### src/rtl/cfg_serial_pkg.sv
package cfg_serial_pkg;

  // Frame phases of the serial slave
  typedef enum logic [2:0] {
    PH_HDR   = 3'd0,  // shifting device address, direction, register number
    PH_WAITF = 3'd1,  // read: waiting for the falling edge that starts a byte
    PH_LOAD  = 3'd2,  // read: fetch register and present its MSB
    PH_RDATA = 3'd3,  // read: shifting data out
    PH_WDATA = 3'd4,  // write: shifting data in
    PH_SKIP  = 3'd5   // frame ignored until CS rises
  } phase_e;

endpackage

### src/rtl/cfg_serial_sync.sv
module cfg_serial_sync #(
  parameter int            W       = 3,
  parameter int            STAGES  = 2,
  parameter logic [W-1:0]  RST_VAL = '0
) (
  input  logic         clk,
  input  logic         rst_n,
  input  logic [W-1:0] d,
  output logic [W-1:0] q
);

  logic [W-1:0] stage_q [STAGES];

  for (genvar s = 0; s < STAGES; s++) begin : g_stage
    always_ff @(posedge clk or negedge rst_n) begin
      if (!rst_n) stage_q[s] <= RST_VAL;
      else if (s == 0) stage_q[s] <= d;
      else stage_q[s] <= stage_q[(s > 0) ? s - 1 : 0];
    end
  end

  assign q = stage_q[STAGES-1];

endmodule

### src/rtl/cfg_serial_strap.sv
module cfg_serial_strap #(
  parameter int AW = 4
) (
  input  logic          clk,
  input  logic          rst_n,
  input  logic          latch_en,
  input  logic [AW-1:0] pins,
  output logic [AW-1:0] addr
);

  logic [AW-1:0] addr_q, addr_d;

  always_comb begin
    addr_d = addr_q;
    if (latch_en) addr_d = pins;
  end

  always_ff @(posedge clk or negedge rst_n) begin
    if (!rst_n) addr_q <= '0;
    else        addr_q <= addr_d;
  end

  assign addr = addr_q;

endmodule

### src/rtl/cfg_serial_irqsel.sv
module cfg_serial_irqsel #(
  parameter int RW   = 4,
  parameter int NREG = 15
) (
  input  logic [NREG-1:0] pend,
  output logic [RW-1:0]   sel
);

  // Lowest-numbered pending register wins; none pending selects 0.
  always_comb begin
    sel = '0;
    for (int i = NREG - 1; i >= 0; i--) begin
      if (pend[i]) sel = RW'(i);
    end
  end

endmodule

### src/rtl/cfg_serial_port.sv
module cfg_serial_port
  import cfg_serial_pkg::*;
#(
  parameter int AW = 4,
  parameter int RW = 4,
  parameter int DW = 8
) (
  input  logic                clk,
  input  logic                rst_n,
  input  logic                strap_en,
  input  logic [AW-1:0]       strap_pins,
  input  logic                sclk,
  input  logic                cs_n,
  input  logic                sdio_in,
  output logic                sdio_out,
  output logic                sdio_oe,
  input  logic [(2**RW)-2:0]  irq_pend,
  output logic [RW-1:0]       reg_addr,
  output logic                reg_rd,
  output logic                reg_wr,
  output logic [DW-1:0]       reg_wdata,
  input  logic [DW-1:0]       reg_rdata
);

  localparam int            NREG  = (2**RW) - 1;
  localparam int            HW    = AW + 1 + RW;
  localparam int            CW    = $clog2(HW + 1);
  localparam logic [RW-1:0] REDIR = {RW{1'b1}};
  localparam logic [RW-1:0] LAST  = RW'(NREG - 1);

  // Synchronized pins: {cs_n, sclk, sdio_in}
  logic [2:0] pins_s;
  logic       sclk_s, sclk_q, cs_act, sdi_s, rise, fall;

  cfg_serial_sync #(.W(3), .STAGES(2), .RST_VAL(3'b100)) i_sync (
    .clk   (clk),
    .rst_n (rst_n),
    .d     ({cs_n, sclk, sdio_in}),
    .q     (pins_s)
  );

  assign cs_act = ~pins_s[2];
  assign sclk_s = pins_s[1];
  assign sdi_s  = pins_s[0];
  assign rise   = sclk_s & ~sclk_q;
  assign fall   = ~sclk_s & sclk_q;

  logic [AW-1:0] dev_addr;

  cfg_serial_strap #(.AW(AW)) i_strap (
    .clk      (clk),
    .rst_n    (rst_n),
    .latch_en (strap_en),
    .pins     (strap_pins),
    .addr     (dev_addr)
  );

  logic [RW-1:0] irq_sel;

  cfg_serial_irqsel #(.RW(RW), .NREG(NREG)) i_irqsel (
    .pend (irq_pend),
    .sel  (irq_sel)
  );

  // State
  phase_e        ph_q, ph_d;
  logic [CW-1:0] cnt_q, cnt_d;
  logic [HW-2:0] hdr_q, hdr_d;
  logic [HW-1:0] hdr_full;
  logic [RW-1:0] addr_q, addr_d;
  logic [DW-1:0] sh_q, sh_d;
  logic          sdo_q, sdo_d, oe_q, oe_d, wr_q, wr_d;

  // Next-state logic
  always_comb begin
    ph_d     = ph_q;
    cnt_d    = cnt_q;
    hdr_d    = hdr_q;
    addr_d   = addr_q;
    sh_d     = sh_q;
    sdo_d    = sdo_q;
    oe_d     = oe_q;
    wr_d     = 1'b0;
    hdr_full = {hdr_q, sdi_s};
    if (!cs_act) begin
      ph_d  = PH_HDR;
      cnt_d = '0;
      oe_d  = 1'b0;
    end else begin
      unique case (ph_q)
        PH_HDR: begin
          if (rise) begin
            hdr_d = hdr_full[HW-2:0];
            cnt_d = cnt_q + CW'(1);
            if (cnt_q == CW'(HW - 1)) begin
              cnt_d = '0;
              if (hdr_full[HW-1 -: AW] != dev_addr) begin
                ph_d = PH_SKIP;
              end else if (hdr_full[RW]) begin
                addr_d = (hdr_full[RW-1:0] == REDIR) ? irq_sel : hdr_full[RW-1:0];
                ph_d   = PH_WAITF;
              end else if (hdr_full[RW-1:0] == REDIR) begin
                ph_d = PH_SKIP;
              end else begin
                addr_d = hdr_full[RW-1:0];
                ph_d   = PH_WDATA;
              end
            end
          end
        end
        PH_WAITF: begin
          if (fall) ph_d = PH_LOAD;
        end
        PH_LOAD: begin
          sdo_d = reg_rdata[DW-1];
          sh_d  = {reg_rdata[DW-2:0], 1'b0};
          oe_d  = 1'b1;
          cnt_d = '0;
          ph_d  = PH_RDATA;
        end
        PH_RDATA: begin
          if (fall) begin
            sdo_d = sh_q[DW-1];
            sh_d  = {sh_q[DW-2:0], 1'b0};
          end else if (rise) begin
            cnt_d = cnt_q + CW'(1);
            if (cnt_q == CW'(DW - 1)) begin
              cnt_d  = '0;
              addr_d = (addr_q == LAST) ? '0 : addr_q + RW'(1);
              ph_d   = PH_WAITF;
            end
          end
        end
        PH_WDATA: begin
          if (rise) begin
            sh_d  = {sh_q[DW-2:0], sdi_s};
            cnt_d = cnt_q + CW'(1);
            if (cnt_q == CW'(DW - 1)) begin
              wr_d = 1'b1;
              ph_d = PH_SKIP;
            end
          end
        end
        default: ;
      endcase
    end
  end

  // Registers
  always_ff @(posedge clk or negedge rst_n) begin
    if (!rst_n) begin
      ph_q   <= PH_HDR;
      cnt_q  <= '0;
      hdr_q  <= '0;
      addr_q <= '0;
      sh_q   <= '0;
      sdo_q  <= 1'b0;
      oe_q   <= 1'b0;
      wr_q   <= 1'b0;
      sclk_q <= 1'b0;
    end else begin
      ph_q   <= ph_d;
      cnt_q  <= cnt_d;
      hdr_q  <= hdr_d;
      addr_q <= addr_d;
      sh_q   <= sh_d;
      sdo_q  <= sdo_d;
      oe_q   <= oe_d;
      wr_q   <= wr_d;
      sclk_q <= sclk_s;
    end
  end

  assign sdio_out  = sdo_q;
  assign sdio_oe   = oe_q;
  assign reg_addr  = addr_q;
  assign reg_rd    = (ph_q == PH_LOAD) && cs_act;
  assign reg_wr    = wr_q;
  assign reg_wdata = sh_q;

endmodule

### config.mk
export PLATFORM = sky130hd
export DESIGN_NAME = cfg_serial_port
export DESIGN_NICKNAME = d
export VERILOG_FILES = /design/src/rtl/cfg_serial_pkg.sv /design/src/rtl/cfg_serial_sync.sv /design/src/rtl/cfg_serial_strap.sv /design/src/rtl/cfg_serial_irqsel.sv /design/src/rtl/cfg_serial_port.sv
export SDC_FILE = /design/constraint.sdc
export NUM_CORES = 1
export LEC_CHECK = 0
export BUFFER_PORTS_ARGS = -buffer_cell sky130_fd_sc_hd__buf_4
export CAP_MARGIN = 20
export CORE_MARGIN = 2
export CORE_UTILIZATION = 55
export CTS_BUF_LIST = sky130_fd_sc_hd__clkbuf_8
export DETAILED_ROUTE_END_ITERATION = 12
export PLACE_DENSITY = 0.81
export REMOVE_ABC_BUFFERS = 1
export SYNTH_ARGS = -nofsm -noshare
export SYNTH_HDL_FRONTEND = slang
export SYNTH_SLANG_ARGS = --single-unit
### constraint.sdc
create_clock -name clk -period 2.4 [get_ports clk]
set_clock_uncertainty 0.1 [all_clocks]
set_input_delay 0.12 -clock clk [delete_from_list [all_inputs] [get_ports clk]]
set_output_delay 0.12 -clock clk [all_outputs]
set_load 0.02 [all_outputs]
==> results by group <==
STA
  – Hold slack: 2.60 ps
  – Shortest clock period the worst path allows after layout: 2110 ps
  – Final cycle utilization of the critical path: 87.7%
  – Slew Limit Headroom: 54.7%
  – Maximum clock rate: 475 MHz
  – Pins Over Slew Limit: 0
  – Least-Margin Pin Slew: 680 ps
  – Unrepaired setup endpoints after global routing: false
  – Hold Vio Cnt, Final: 0
  – Setup_tns: 0 ps
  – Final setup fails: 0

Global route
  – Vias in the first global route: 1,666
  – GRT Residual Overflow: 0
  – Initial antenna violation count: 0
  – First-pass GRT wire length: 7.67 mm
  – Pin count of the biggest net entering global routing: 42
  – All-layer global routing usage: 22.5%

Power
  – Combinational cell fraction of total power: 28.8%
  – Power share of the sequential group: 45.8%
  – Switching power of the nets: 705 µW
  – Net switching share of the total power: 32.6%
  – Power Total: 2160 µW
  – Part of the total power dissipated in the clock network: 25.4%
  – Leakage power summed over all cells: 0.00127 µW
  – Pwr dens: 767 mW/mm²
  – Internal Power: 1460 µW
  – Peak supply drop: 0.000496 V

Synth
  – Sequential fraction of the synthesis area: 46.2%
  – Cell with the most instances after synthesis: sky130_fd_sc_hd__dfrtp_1
  – Commonest cells post-synth: 39 x sky130_fd_sc_hd__dfrtp_1, 19 x sky130_fd_sc_hd__nand2_1, 19 x sky130_fd_sc_hd__nor2_1, 18 x sky130_fd_sc_hd__a21oi_1
  – Per-instance average area after synthesis: 9.73 µm²
  – Area share of the largest cell type after synthesis: 43.8%
  – Fraction of synthesis flops using an asynchronous set or reset pin: 100%
  – Yosys cell types: 48
  – Number of standard cells after synthesis: 229
  – Flip-flop and latch count after synthesis: 41
  – Most area-hungry cell type in the Yosys netlist: sky130_fd_sc_hd__dfrtp_1
  – Yosys warning count: 0
  – Top area cells in the synthesized netlist: sky130_fd_sc_hd__dfrtp_1 44%, sky130_fd_sc_hd__mux2_2 5.6%, sky130_fd_sc_hd__a21oi_1 4.0%
  – Dominant synthesized flop cell: sky130_fd_sc_hd__dfrtp_1
  – Post-synthesis instance area: 0.00223 mm²
  – Number of synthesized flops with an enable pin: 0

Routing
  – Number of remaining DRC errors: 0
  – Via total after detailed routing: 1,940
  – Drt total wl: 4.73 mm
  – Initial DRC Count: 115
  – Drt wl/cell: 14.0 µm
  – Detailed Routing Iterations Pass 1: 4
  – Vias per cell: 5.74
  – Remaining antenna violation count after routing: 0

Floorplan
  – X dimension of the die: 67.7 µm
  – Num rows: 23
  – Boundary pin count: 49
  – Core region area: 0.00394 mm²
  – Area enclosed by the die boundary: 0.00458 mm²
  – Die Span Y: 67.7 µm
  – Starting density of the core: 56.5%

Hold path
  – Worst hold path stage count: 3
  – Hold EP: sdio_out$_DFFE_PN0P_
  – Min-delay src: reg_rdata[7]
  – Hold crit path type: in2reg

Cells and area
  – Synth-to-Final Area Change: 26.6%
  – Finished Layout Cells: 338
  – Fill cells: 311
  – Number of nets in the finished design: 322
  – Diodes inserted: 0
  – Summed area of non-filler cells in the final layout: 0.00282 mm²
  – Ratio of cells with drive above 1 in the final layout: 27.1%

Setup path
  – Startpoint Class: register
  – Arrival time of the worst setup path: 2180 ps
  – Critical-path maximum fanout: 13
  – Critical R2R Launch: ph_q[2]$_DFFE_PN0P_
  – Number of cells on the worst reg-to-reg path: 4
  – Req. time, crit path: 2480 ps
  – Capture point of the worst reg-to-reg path: cnt_q[2]$_DFFE_PN0P_
  – Worst R2R Setup Slack: 290 ps
  – CP Capture Type: register
  – Crit path kind: reg2reg

Clocking
  – Number of buffers added by the clock tree synthesis step: 5
  – Clock tree from TritonCTS: yes
  – Clock tree sinks: 41
  – Source-to-sink clock delay at the later pin of the worst-skew pair: 290 ps
  – Clock H-tree levels: 2
  – CTS root buffer: sky130_fd_sc_hd__clkbuf_8
  – Clock slew at reported path FFs: 80 ps
  – CTS Buffer Depth: 2

Placement
  – Detailed placement HPWL: 3.46 mm
  – Buffers added on ports: 48
  – Placed cell area: 0.00263 mm²
  – Placer Congestion: 0.911
  – Number of cells in the design after placement: 322

Flow run
  – MaxCap Viol Count: 0

Run status
  – Run status: completed
[metal layers]
layer	GRT usage, %	vias up	part of all wire, %
met5	0	-	0
met2	36.8	53	49
met1	30.3	931	44
met3	4.00	5	5.9
li1	-	951	-
met4	7.65	0	1.1
[power by group through the flow]
stage               clock network, µW  logic [µW]  registers [µW]
finish                            550         622             991
global route                      587         692            1020
CTS                               559         626             990
detailed placement                  0         613            1000
global placement                    0         598             997
floorplan                           0         341            1030
[cells in the final DEF, fill, tap and decap left out, types with 4 or more instances in the layout]
master,n
sky130_fd_sc_hd__buf_4,50
sky130_fd_sc_hd__dfrtp_1,39
sky130_fd_sc_hd__nor2_1,19
sky130_fd_sc_hd__nand2_1,19
sky130_fd_sc_hd__a21oi_1,18
sky130_fd_sc_hd__mux2_2,11
sky130_fd_sc_hd__o21ai_0,11
sky130_fd_sc_hd__nand3_1,10
sky130_fd_sc_hd__inv_1,9
sky130_fd_sc_hd__dlygate4sd3_1,8
sky130_fd_sc_hd__a31oi_1,7
sky130_fd_sc_hd__mux2i_1,7
sky130_fd_sc_hd__nor2b_1,6
sky130_fd_sc_hd__nand2b_1,6
sky130_fd_sc_hd__nor3_1,5
sky130_fd_sc_hd__clkbuf_8,5
sky130_fd_sc_hd__nand3b_1,4
sky130_fd_sc_hd__xor2_1,4
[logic make-up after synthesis]
kind of cell / Yosys count / synth area share, %
simple gates: 91 / 21.8
compound gates: 56 / 16.9
flops: 41 / 46.2
mux: 19 / 9.21
buf+inv: 16 / 3.26
xor+xnor: 4 / 1.57
fa+ha+maj: 2 / 1.12
[stage by stage]
step / util [%] / setup WS (ps)
after global routing: 71.5 / 183
final: 71.5 / 294
after floorplan: - / 342
after detailed placement: 66.6 / 325
after CTS: 71.5 / 322
after global placement: 66.6 / 406
[timing repair]
item / 4_1_cts / 5_1_grt
buffers inserted: 0 / 0
hold buffers: 8 / 0
resized for setup: 0 / 0
endpoints found under the hold margin: 46 / 0
[state kept, by name, summed over array words and instances, names as in the netlist]
signal	count
cnt_q	4
sclk_q	1
ph_q	3
i_sync.q	3
hdr_q	8
i_strap.addr	4
reg_wdata	8
reg_addr	4
i_sync.stage_q	3
sdio_oe	1
sdio_out	1
reg_wr	1
[worst max-delay path, cell delays in order (launching register included)]
cell and delay [ps]:
sky130_fd_sc_hd__dfrtp_1 590, sky130_fd_sc_hd__and2b_1 280, sky130_fd_sc_hd__a221oi_2 610, sky130_fd_sc_hd__nor4bb_1 130, sky130_fd_sc_hd__a221o_1 280
[worst max-delay path by stage]
stage | slack, ps | from | to | depth (start not counted)
after floorplan | 340 | ph_q[2]$_DFFE_PN0P_ | reg_wdata[0]$_DFFE_PN0P_ | 5
after global placement | 410 | ph_q[2]$_DFFE_PN0P_ | cnt_q[2]$_DFFE_PN0P_ | 4
after detailed placement | 320 | ph_q[2]$_DFFE_PN0P_ | cnt_q[2]$_DFFE_PN0P_ | 4
after CTS | 320 | ph_q[2]$_DFFE_PN0P_ | cnt_q[2]$_DFFE_PN0P_ | 4
after global routing | 180 | cnt_q[0]$_DFFE_PN0P_ | reg_addr[0]$_DFFE_PN0P_ | 7
final | 290 | ph_q[2]$_DFFE_PN0P_ | cnt_q[2]$_DFFE_PN0P_ | 4
[area by class of cell]
| class | instances | area, µm² | share of cell area, % |
|---|---|---|---|
| tap | 50 | 62.6 | 2.22 |
| timing repair buffer | 58 | 455 | 16.1 |
| sequential | 41 | 1030 | 36.5 |
| inverter | 9 | 33.8 | 1.20 |
| clock inverter | 3 | 43.8 | 1.55 |
| clock buffer | 5 | 68.8 | 2.44 |
| multi-input combinational | 172 | 1130 | 40.0 |
Power figures use the tool's default switching activity.
